[src/rtl/bmdma_pkg.sv]
package bmdma_pkg;
  localparam int ADDR_W = 3;
  localparam int DATA_W = 32;
  localparam logic [ADDR_W-1:0] OFF_CMD  = 3'd0;
  localparam logic [ADDR_W-1:0] OFF_STAT = 3'd2;
  localparam logic [ADDR_W-1:0] OFF_PTR  = 3'd4;

  typedef enum logic [1:0] {SZ_BYTE = 2'd0, SZ_HALF = 2'd1, SZ_WORD = 2'd2, SZ_NONE = 2'd3} acc_size_e;

  localparam int CMD_GO  = 0;
  localparam int CMD_DIR = 3;
  localparam int ST_ACT  = 0;
  localparam int ST_ERR  = 1;
  localparam int ST_INT  = 2;
  localparam int ST_CAPL = 5;
  localparam int ST_CAPH = 6;
endpackage

[src/rtl/bmdma_decode.sv]
module bmdma_decode
  import bmdma_pkg::*;
(
  input  logic              acc_valid,
  input  logic              acc_write,
  input  logic [ADDR_W-1:0] acc_addr,
  input  logic [1:0]        acc_size,
  output logic              wr_cmd,
  output logic              wr_stat,
  output logic              wr_ptr,
  output logic              size_bad
);
  logic wr, hit_cmd, hit_stat, hit_ptr, is_byte, is_word;

  always_comb begin
    wr       = acc_valid && acc_write;
    hit_cmd  = wr && (acc_addr == OFF_CMD);
    hit_stat = wr && (acc_addr == OFF_STAT);
    hit_ptr  = wr && (acc_addr == OFF_PTR);
    is_byte  = (acc_size == SZ_BYTE);
    is_word  = (acc_size == SZ_WORD);
    wr_cmd   = hit_cmd && is_byte;
    wr_stat  = hit_stat && is_byte;
    wr_ptr   = hit_ptr && is_word;
    size_bad = ((hit_cmd || hit_stat) && !is_byte) || (hit_ptr && !is_word);
  end
endmodule

[src/rtl/bmdma_cmd.sv]
module bmdma_cmd
  import bmdma_pkg::*;
(
  input  logic       clk,
  input  logic       rst_n,
  input  logic       wr,
  input  logic [7:0] wdata,
  input  logic       done,
  output logic       go,
  output logic       dir,
  output logic       start_p,
  output logic       abort_p
);
  always_ff @(posedge clk or negedge rst_n) begin
    if (!rst_n) begin
      go      <= 1'b0;
      dir     <= 1'b0;
      start_p <= 1'b0;
      abort_p <= 1'b0;
    end else begin
      start_p <= 1'b0;
      abort_p <= 1'b0;
      if (done) begin
        go <= 1'b0;
      end else if (wr) begin
        go <= wdata[CMD_GO];
        if (!go) dir <= wdata[CMD_DIR];
        if (wdata[CMD_GO] && !go) start_p <= 1'b1;
        if (!wdata[CMD_GO] && go) abort_p <= 1'b1;
      end
    end
  end

  // direction frozen while a transfer runs
  p_dir_hold_r7: assert property (@(posedge clk) disable iff (!rst_n)
    go |=> $stable(dir));
  // completion returns the channel to idle
  p_done_idle_r11: assert property (@(posedge clk) disable iff (!rst_n)
    done |=> !go);
  // no request pulse follows a completion cycle
  p_done_quiet_r13: assert property (@(posedge clk) disable iff (!rst_n)
    done |=> !start_p && !abort_p);
endmodule

[src/rtl/bmdma_stat.sv]
module bmdma_stat
  import bmdma_pkg::*;
(
  input  logic       clk,
  input  logic       rst_n,
  input  logic       wr,
  input  logic [7:0] wdata,
  input  logic       act_set,
  input  logic       act_clr,
  input  logic       done,
  output logic [7:0] stat
);
  logic act, err, intr;
  logic [1:0] cap;

  always_ff @(posedge clk or negedge rst_n) begin
    if (!rst_n) begin
      act  <= 1'b0;
      err  <= 1'b0;
      intr <= 1'b0;
      cap  <= 2'b11;
    end else begin
      if (act_clr)      act <= 1'b0;
      else if (act_set) act <= 1'b1;
      if (done)                       intr <= 1'b1;
      else if (wr && wdata[ST_INT])   intr <= 1'b0;
      if (wr && wdata[ST_ERR])        err  <= 1'b0;
      if (wr)                         cap  <= wdata[ST_CAPH:ST_CAPL];
    end
  end

  always_comb begin
    stat = '0;
    stat[ST_ACT] = act;
    stat[ST_ERR] = err;
    stat[ST_INT] = intr;
    stat[ST_CAPH:ST_CAPL] = cap;
  end

  // completion beats a same-cycle acknowledge
  p_done_sets_int_r12: assert property (@(posedge clk) disable iff (!rst_n)
    done |=> intr);
  // a status write alone never moves the active flag
  p_act_ro_r8: assert property (@(posedge clk) disable iff (!rst_n)
    (wr && !act_set && !act_clr) |=> (act == $past(act)));
endmodule

[src/rtl/bmdma_chan_regs.sv]
module bmdma_chan_regs
  import bmdma_pkg::*;
#(
  parameter int PTR_W = 32
) (
  input  logic              clk,
  input  logic              rst_n,
  input  logic              acc_valid,
  input  logic              acc_write,
  input  logic [2:0]        acc_addr,
  input  logic [1:0]        acc_size,
  input  logic [31:0]       acc_wdata,
  output logic [31:0]       acc_rdata,
  output logic              acc_size_err,
  output logic              dma_start,
  output logic              dma_abort,
  output logic [PTR_W-1:0]  dma_desc_ptr,
  input  logic              dma_done,
  output logic              irq
);
  localparam int IMG_W = 8 * (1 << ADDR_W);

  logic wr_cmd, wr_stat, wr_ptr, size_bad;
  logic go, dir, act_set, act_clr;
  logic [7:0] stat, cmd;
  logic [PTR_W-1:0] ptr_q;
  logic [IMG_W-1:0] image, shifted;

  bmdma_decode u_dec (
    .acc_valid(acc_valid), .acc_write(acc_write), .acc_addr(acc_addr),
    .acc_size(acc_size), .wr_cmd(wr_cmd), .wr_stat(wr_stat),
    .wr_ptr(wr_ptr), .size_bad(size_bad)
  );

  bmdma_cmd u_cmd (
    .clk(clk), .rst_n(rst_n), .wr(wr_cmd), .wdata(acc_wdata[7:0]),
    .done(dma_done), .go(go), .dir(dir),
    .start_p(dma_start), .abort_p(dma_abort)
  );

  always_comb begin
    act_set = wr_cmd && !dma_done && acc_wdata[CMD_GO] && !go;
    act_clr = dma_done || (wr_cmd && !acc_wdata[CMD_GO] && go);
  end

  bmdma_stat u_stat (
    .clk(clk), .rst_n(rst_n), .wr(wr_stat), .wdata(acc_wdata[7:0]),
    .act_set(act_set), .act_clr(act_clr), .done(dma_done), .stat(stat)
  );

  always_ff @(posedge clk or negedge rst_n) begin
    if (!rst_n) begin
      ptr_q        <= '0;
      acc_size_err <= 1'b0;
    end else begin
      acc_size_err <= size_bad;
      if (wr_ptr) ptr_q <= {acc_wdata[PTR_W-1:2], 2'b00};
    end
  end

  always_comb begin
    cmd = '0;
    cmd[CMD_GO]  = go;
    cmd[CMD_DIR] = dir;
    image   = {ptr_q, 8'h00, stat, 8'h00, cmd};
    shifted = image >> {acc_addr, 3'b000};
    case (acc_size)
      SZ_BYTE: acc_rdata = {24'h0, shifted[7:0]};
      SZ_HALF: acc_rdata = {16'h0, shifted[15:0]};
      SZ_WORD: acc_rdata = shifted[31:0];
      default: acc_rdata = '0;
    endcase
    dma_desc_ptr = ptr_q;
    irq          = stat[ST_INT];
  end

  // active flag and go bit always agree
  p_act_go_r8: assert property (@(posedge clk) disable iff (!rst_n)
    stat[ST_ACT] == go);
  // launch pulse only with the channel running
  p_start_running_r4: assert property (@(posedge clk) disable iff (!rst_n)
    dma_start |-> (go && stat[ST_ACT]));
  // abort pulse only with the channel idle
  p_abort_idle_r5: assert property (@(posedge clk) disable iff (!rst_n)
    dma_abort |-> !stat[ST_ACT]);
  // rejected write leaves the pointer alone
  p_bad_size_r3: assert property (@(posedge clk) disable iff (!rst_n)
    acc_size_err |-> $stable(ptr_q));
  // stored pointer is dword aligned
  p_ptr_align_r10: assert property (@(posedge clk) disable iff (!rst_n)
    ptr_q[1:0] == 2'b00);
endmodule

[config.mk]
export PLATFORM = sky130hd
export DESIGN_NAME = bmdma_chan_regs
export DESIGN_NICKNAME = d
export VERILOG_FILES = /design/src/rtl/bmdma_pkg.sv /design/src/rtl/bmdma_decode.sv /design/src/rtl/bmdma_cmd.sv /design/src/rtl/bmdma_stat.sv /design/src/rtl/bmdma_chan_regs.sv
export SDC_FILE = /design/constraint.sdc
export NUM_CORES = 1
export LEC_CHECK = 0
export ABC_AREA = 0
export BUFFER_PORTS_ARGS = -buffer_cell sky130_fd_sc_hd__buf_2
export CAP_MARGIN = 15
export CORE_ASPECT_RATIO = 0.75
export CORE_UTILIZATION = 25
export CTS_CLUSTER_SIZE = 10
export DETAILED_ROUTE_END_ITERATION = 6
export SLEW_MARGIN = 20
export SYNTH_ARGS = -nofsm -noshare
export SYNTH_HDL_FRONTEND = slang
export SYNTH_HIERARCHICAL = 1
export SYNTH_SLANG_ARGS = --single-unit
[constraint.sdc]
create_clock -name clk -period 3.4 [get_ports clk]
set_input_delay 0.68 -clock clk [delete_from_list [all_inputs] [get_ports clk]]
set_output_delay 0.68 -clock clk [all_outputs]
set_load 0.1 [all_outputs]
# == Word level (Yosys, flattened, before mapping) ==
# Cells that the tools add are included.
# Widths: inputs -> output; s select.
# word_totals
ff_bits,39
wordCells,60
# classes
n_eq_ne,4
n_shift,1
muxes,13
n_bitwise,2
n_reduce_logical,31
# ops
operator,count
$pmux 32 s3,1
$shr 64x6->32,1
$logic_and 1x1->1,17
$mux 1,12
$reduce_bool 2->1,3
$logic_not 1->1,5
$eq 3x2->1 const B,1
$eq 3x3->1 const B,1
$logic_not 3->1,1
$logic_or 1x1->1,3
$reduce_and 3->1,1
$eq 2x1->1 const B,1
$eq 2x2->1 const B,1
$logic_not 2->1,1
$not 1->1,2

# == Longest topological paths before layout ==
# Gate-level depths: netlist of run 1.
# logic_depth
ltp_word,8
ltp_mapped,6

# == Modules after synthesis ==
# The synthesis of run 1 kept the hierarchy.
# modules_own_cells
module,n_inst,cells_per_inst,area_each_um2,seq_area_each_um2
bmdma_chan_regs,1,259,2583.7,775.7
bmdma_stat,1,17,192.7,102.6
bmdma_cmd,1,10,153.9,100.1
bmdma_decode,1,10,71.3,0.0

# == Least setup slack after synthesis of run 1 ==
# Ideal clock, no wire load.
# synth_path
path_kind,reg2out
startpoint,register ptr_q[24] (netlist: dma_desc_ptr[24])
endpoint,output acc_rdata[0]
arrival_ns,3.781
required_ns,2.720
slack_ns,-1.061
stages_incl_launch_ff,4
n_path_buf,0
cell_sequence,dfrtp_1 > mux2_2 > nand2_1 > a311oi_1
# synth_via
elab_chain_cells,2
# synth_rtl
element,line,rtl
from (decl),bmdma_chan_regs.sv:26,logic [PTR_W-1:0] ptr_q;
from (signal assigned),bmdma_chan_regs.sv:57,"if (wr_ptr) ptr_q <= {acc_wdata[PTR_W-1:2], 2'b00};"
$shr 64x6->32,bmdma_chan_regs.sv:66,"shifted = image >> {acc_addr, 3'b000};"
$pmux 32 s3,bmdma_chan_regs.sv:67,case (acc_size)
to (decl),bmdma_chan_regs.sv:13,"output logic [31:0] acc_rdata,"
# No other way between the ends.

# == Final worst setup path of run 1 ==
# layout_path
startpoint,input acc_addr[0]
endpoint,output acc_rdata[9]
# layout_via
elab_chain_cells,2
# layout_rtl
element,line,rtl
from (decl),bmdma_chan_regs.sv:10,"input logic [2:0] acc_addr,"
$shr 64x6->32,bmdma_chan_regs.sv:66,
$pmux 32 s3,bmdma_chan_regs.sv:67,
# No other way between the ends.

==> impl_metrics.toml, run 1 <==
[clock_network]
cts_sinks = 39
clk_pin_slew_worst_paths_ps = 60
cts_max_level = 2
cts_tree = "done"
hold_buffers = 0
cts_buffers = 5
clk_latency_ps = 290
post_cts_buffers = 0
cts_root_buf = "clkbuf_16"
clockBufferDepth = 2
cts_resized = 0

[yosys]
synth_common_cells = "mux2_2 (46), dfrtp_1 (37), a21oi_1 (22)"
synth_compound_area_frac = 0.158
synth.distinct_cells = 46
yosys.area_share.simple = 0.167
synth.area.top_cells = "dfrtp_1 (31%), mux2_2 (17%), mux2i_1 (4.7%)"
synthFlopType = "dfrtp_1"
synth_top_family_by_area = "multiplexers"
ys_seq_area_frac = 0.326
netlist_instances = 296
synth_xor_area_frac = 0.00292
synthArstFlopShare = 1.00
synth_fa_ha_area_frac = 0
ys_warn_count = 6
synth_top_area_frac = 0.308
yosysMostFrequentCell = "mux2_2"
synth_area_per_cell_um2 = 10.1
syn-cell-area_mm2 = 0.00300
yosys.area.top_type = "dfrtp_1"
synth_seq_cells = 39
muxShareOfSynthArea = 0.259
synth_edf_count = 0

[timing]
min_period_ps = 3130
rsz0062_at_grt = "false"
period_share = 0.920
finalClockSkew_ps = 0.926
tightest_slew_ps = 927
clock.fmax_mhz = 320
hold_viol = 0
worst_slew_margin_rel = 0.382
setup_viol = 0
final.setup.tns_ps = 0
holdWs_ps = 528
slew_violations = 0

[power]
power_density_mw_per_mm2 = 485
clkPwrFrac = 0.274
pwr-share-seq = 0.287
vdd_drop_max_uv = 265
p_leak_nw = 1.88
comb_power_share = 0.439
p_total_mw = 2.07
power.net_switching_uw = 957
switching_share = 0.462
internal_power_mw = 1.12

[floorplanning]
core_region_area_mm2 = 0.0117
fp-row-count = 34
fp.dieW_um = 129
initial_core_util = 0.258
io_pins = 110
dieHeight_um = 96.9
dieArea_mm2 = 0.0125

[route]
num_vias = 2702
routed_via_density = 4.86
drtPass1Iterations = 4
drcViolationCount = 0
drt-total-wl_mm = 9.54
wl_per_cell_um = 17.2
dr.first_iter.drc_count = 191
final_antenna_net_count = 0

[min_path]
hold_path.class = "in2async"

[global_route]
grt_overflow = 0
track_usage = 0.154
grt_max_degree = 40
grt_pass1_vias = 2609
antenna_found_initial = 0
grt_pass1_wl_mm = 14.8

[layout]
fin_cells = 556
drive_gt1_frac = 0.538
nets = 435
diodes = 0
syn2layout_area_growth_pct = 42.3

[place]
dp_hpwl_mm = 6.94
port_buffers = 106
globalplace.congestion = 0.804
placedCellCount = 548

[worst_setup_path]
reg2reg_depth = 2
cpPeakStageDelay_ps = 540
r2r_start = "u_cmd/go"
r2r-end = "u_cmd/dir"
arrival_ps = 2450
cp_max_fo = 33
worstPathRequired_ps = 2720
end_kind = "primary output"
cp_num_buf_inv = 3
r2r_slack_ps = 2170
startpoint_type = "primary input"
path_delay_family = "buffers and inverters"
path_cells = "buf_2 > buf_4 > mux2_2 > a22oi_1 > a21oi_2 > buf_12"
critPathSlowestCell = "buf_2"
critical_path_class = "in2out"

[flow_run]
drv_cap = 0

[run_status]
status = "complete, no violations"
==> kinds of logic (layout without fill, tap and decap cells) <==
| logic type | Yosys count | after routing |
|---|---|---|
| buffers and inverters | 37 | 131 |
| and+or+nand+nor | 78 | 78 |
| AOI/OAI and AO/OA | 74 | 74 |
| muxes | 65 | 65 |
| DFF | 39 | 39 |
| other | 2 | 6 |
| xor gates and xnor gates | 1 | 1 |
==> through the flow <==
stage / setup WS (ps) / utilization / area [um2]
final: 273 / 0.366 / 4270
after global routing: 127 / 0.366 / 4270
after detailed placement: 266 / 0.351 / 4100
after floorplan: 8.32 / - / 3120
after CTS: 268 / 0.366 / 4270
after global placement: 349 / 0.351 / 4100
==> sequential cells by signal (all words and copies together) (netlist names) <==
name and cells:
u_stat/act 1, u_cmd/go 1, u_cmd/dir 1, u_stat/intr 1, dma_desc_ptr 30, u_cmd/start_p 1
acc_size_err 1, u_stat/cap 2, u_cmd/abort_p 1
==> final cells by class <==
type	instances	area, um2
clock buffer	6	139
clock inverter	2	35.0
fill	1213	7390
inverter	2	7.51
multi-input combinational	224	1890
sequential	39	978
tap	162	203
timing repair buffer	121	1020
==> layout by cell type, fill, tap and decap left out, types with 2 or more instances in the layout <==
master and count:
buf_2 81, mux2_2 46, dfrtp_1 37, buf_12 25, a21oi_2 19, nand2_1 18
nand3b_1 17, a22oi_1 15, buf_4 15, mux2i_1 14, o21ai_0 11, a21o_1 9
nor2_1 8, nor2b_1 6, conb_1 6, a31oi_1 5, and3_1 5, nand3_1 5
a21oi_1 5, clkbuf_16 5, nand2b_1 3, mux4_2 3, inv_1 2, a211oi_2 2
and3b_2 2, and2_1 2, mux4_1 2, a311oi_2 2, nor4bb_1 2, o21bai_1 2
dfstp_2 2
==> power groups by stage <==
| stage | sequential [mW] | clock (mW) | combinational [mW] |
|---|---|---|---|
| final | 0.595 | 0.567 | 0.911 |
| after global routing | 0.606 | 0.603 | 0.948 |
| after CTS | 0.595 | 0.581 | 0.915 |
| after detailed placement | 0.604 | 0 | 0.914 |
| after global placement | 0.598 | 0 | 0.905 |
| after floorplan | 0.930 | 0 | 0.384 |
==> layer usage <==
layer / track usage / vias to the layer above / part of all wire
li1: - / 1276 / -
met1: 0.210 / 1327 / 0.46
met2: 0.246 / 91 / 0.47
met3: 0.0371 / 8 / 0.067
met4: 0.0308 / 0 / 0.0049
met5: 0 / - / 0
==> worst max path at each step <==
stage	cells after the start	startpoint	to	slack, ps
6_report	6	acc_addr[0]	acc_rdata[9]	270
5_1_grt	6	acc_addr[0]	acc_rdata[9]	130
4_1_cts	6	acc_addr[0]	acc_rdata[9]	270
3_5_place_dp	6	acc_addr[0]	acc_rdata[9]	270
3_3_place_gp	5	acc_addr[0]	acc_rdata[10]	350
2_1_floorplan	3	dma_desc_ptr[2]	acc_rdata[2]	8
==> worst reg2reg max path, stage by stage (launching register included) <==
cell,delay (ps)
dfrtp_1,430
nor3b_2,310
mux2_2,370
No activity file was read; power rests on OpenSTA's default activity.
==> inputs of run 2 (changes only) <==
--- a/config.mk
+++ b/config.mk
@@ -9,9 +9,11 @@
 export BUFFER_PORTS_ARGS = -buffer_cell sky130_fd_sc_hd__buf_2
 export CAP_MARGIN = 15
 export CORE_ASPECT_RATIO = 0.75
-export CORE_UTILIZATION = 25
+export CORE_UTILIZATION = 50
+export CTS_BUF_LIST = sky130_fd_sc_hd__clkbuf_4 sky130_fd_sc_hd__clkbuf_8 sky130_fd_sc_hd__clkbuf_16
 export CTS_CLUSTER_SIZE = 10
 export DETAILED_ROUTE_END_ITERATION = 6
+export PLACE_DENSITY = 0.81
 export SLEW_MARGIN = 20
 export SYNTH_ARGS = -nofsm -noshare
 export SYNTH_HDL_FRONTEND = slang
==> impl_metrics.toml, run 2 (synthesized netlist as in run 1, its figures left out) <==
[power]
vdd_drop_max_uv = 313
p_leak_nw = 1.83
power_density_mw_per_mm2 = 461

[place]
placedCellCount = 461
dp_hpwl_mm = 5.84
port_buffers = 106
globalplace.congestion = 0.817
pre_cts_ws_ps = 269
post_dp_cell_area_mm2 = 0.00392

[worst_setup_path]
cp_max_fo = 35
arrival_ps = 2460
end_kind = "primary output"
critical_path_class = "in2out"
startpoint_type = "primary input"
worstPathRequired_ps = 2720

[floorplanning]
dieHeight_um = 69.1
core_region_area_mm2 = 0.00580
fp.dieW_um = 91.5
dieArea_mm2 = 0.00632
io_pins = 110
initial_core_util = 0.518
fp-row-count = 24

[route]
num_vias = 2751
drtPass1Iterations = 6
final_antenna_net_count = 0
drcViolationCount = 0
dr.first_iter.drc_count = 170
routed_via_density = 5.87
wl_per_cell_um = 17.7
drt-total-wl_mm = 8.32

[global_route]
track_usage = 0.271
antenna_found_initial = 0
grt_pass1_vias = 2696
grt_overflow = 0
grt_pass1_wl_mm = 13.6
grt_max_degree = 40

[timing]
clock.fmax_mhz = 319
min_period_ps = 3140
worst_slew_margin_rel = 0.397
rsz0062_at_grt = "false"
setup_viol = 0
period_share = 0.922
slew_violations = 0
finalClockSkew_ps = 0.304
tightest_slew_ps = 905
finalWorstSetupSlack_ps = 264
final.setup.tns_ps = 0
hold_viol = 0

[clock_network]
clk_latency_ps = 300
cts_resized = 0
cts_sinks = 39
hold_buffers = 0
post_cts_buffers = 0
cts_root_buf = "clkbuf_8"
clk_pin_slew_worst_paths_ps = 80
cts_max_level = 2
cts_tree = "done"
clockBufferDepth = 2
cts_buffers = 5

[layout]
layout_common_cells = "buf_2 (84), mux2_2 (46), dfrtp_1 (37), buf_12 (22), a21oi_2 (19)"
fillers = 426
final_common_cell = "buf_2"
syn2layout_area_growth_pct = 34.4
diodes = 0
post-route-cell-area_mm2 = 0.00404
drive_gt1_frac = 0.537
fin_cells = 469
largest_register_ffs = 30
nets = 432

[flow_run]
drv_cap = 0

[run_status]
status = "complete, no violations"

[min_path]
hold_path.class = "in2async"
-- run 2: changes by cell type in the layout (fill, tap and decap cells not counted) --
cell       previous run  this run
buf_2                81        84
bufinv_16             1         0
xnor2_1               1         0
buf_4                15        12
clkbuf_8              1         7
clkbuf_16             5         0
clkbuf_4              0         1
buf_12               25        22
clkinv_2              1         0
xnor2_2               0         1
-- run 2: worst paths after layout --
check,startpoint,end,slack (ps),depth (start not counted)
setup / recovery,acc_addr[0],acc_rdata[9],260,6
hold / removal,rst_n,acc_size_err,510,1
setup reg to reg,u_cmd/go,u_cmd/dir,2210,2
hold reg to reg,u_cmd/dir,u_cmd/dir,530,1
max in group asynchronous,rst_n,dma_desc_ptr[21],2330,1
min in group clk,u_cmd/dir,u_cmd/dir,530,1
-- run 2: per-layer routing --
layer	part of all wire	GRT usage	vias up
li1	-	-	1277
met1	0.44	0.366	1327
met2	0.46	0.438	134
met3	0.083	0.0585	13
met4	0.013	0.0758	0
met5	0	0	-
-- run 2: area by class of cell --
cell class                      count  area (um2)  share of cell area
Multi-Input combinational cell    224        1900               0.470
Sequential cell                    39         978               0.242
Timing Repair Buffer              118         951               0.236
Clock buffer                        8         104              0.0257
Tap cell                           78        97.6              0.0242
Inverter                            2        7.51             0.00186
-- run 2: report_power, final --
group | switching [mW] | leakage (nW) | internal, mW
Clock | 0.173 | 0.0549 | 0.193
Combinational | 0.679 | 1.26 | 0.226
Sequential | 0.0707 | 0.511 | 0.518
-- run 2: through the flow --
stage / utilization / hold WS (ps) / power [mW]
floorplan: - / 384 / 1.31
global placement: 0.677 / 496 / 1.48
detailed placement: 0.677 / 510 / 1.50
CTS: 0.695 / 526 / 1.86
global route: 0.696 / 569 / 1.92
finish: 0.696 / 510 / 1.86
-- run 2: critical path, cell delays in order --
cell     delay, ps
buf_2          560
buf_4          300
mux2_2         360
a22oi_1        220
a21oi_2        100
buf_12         210
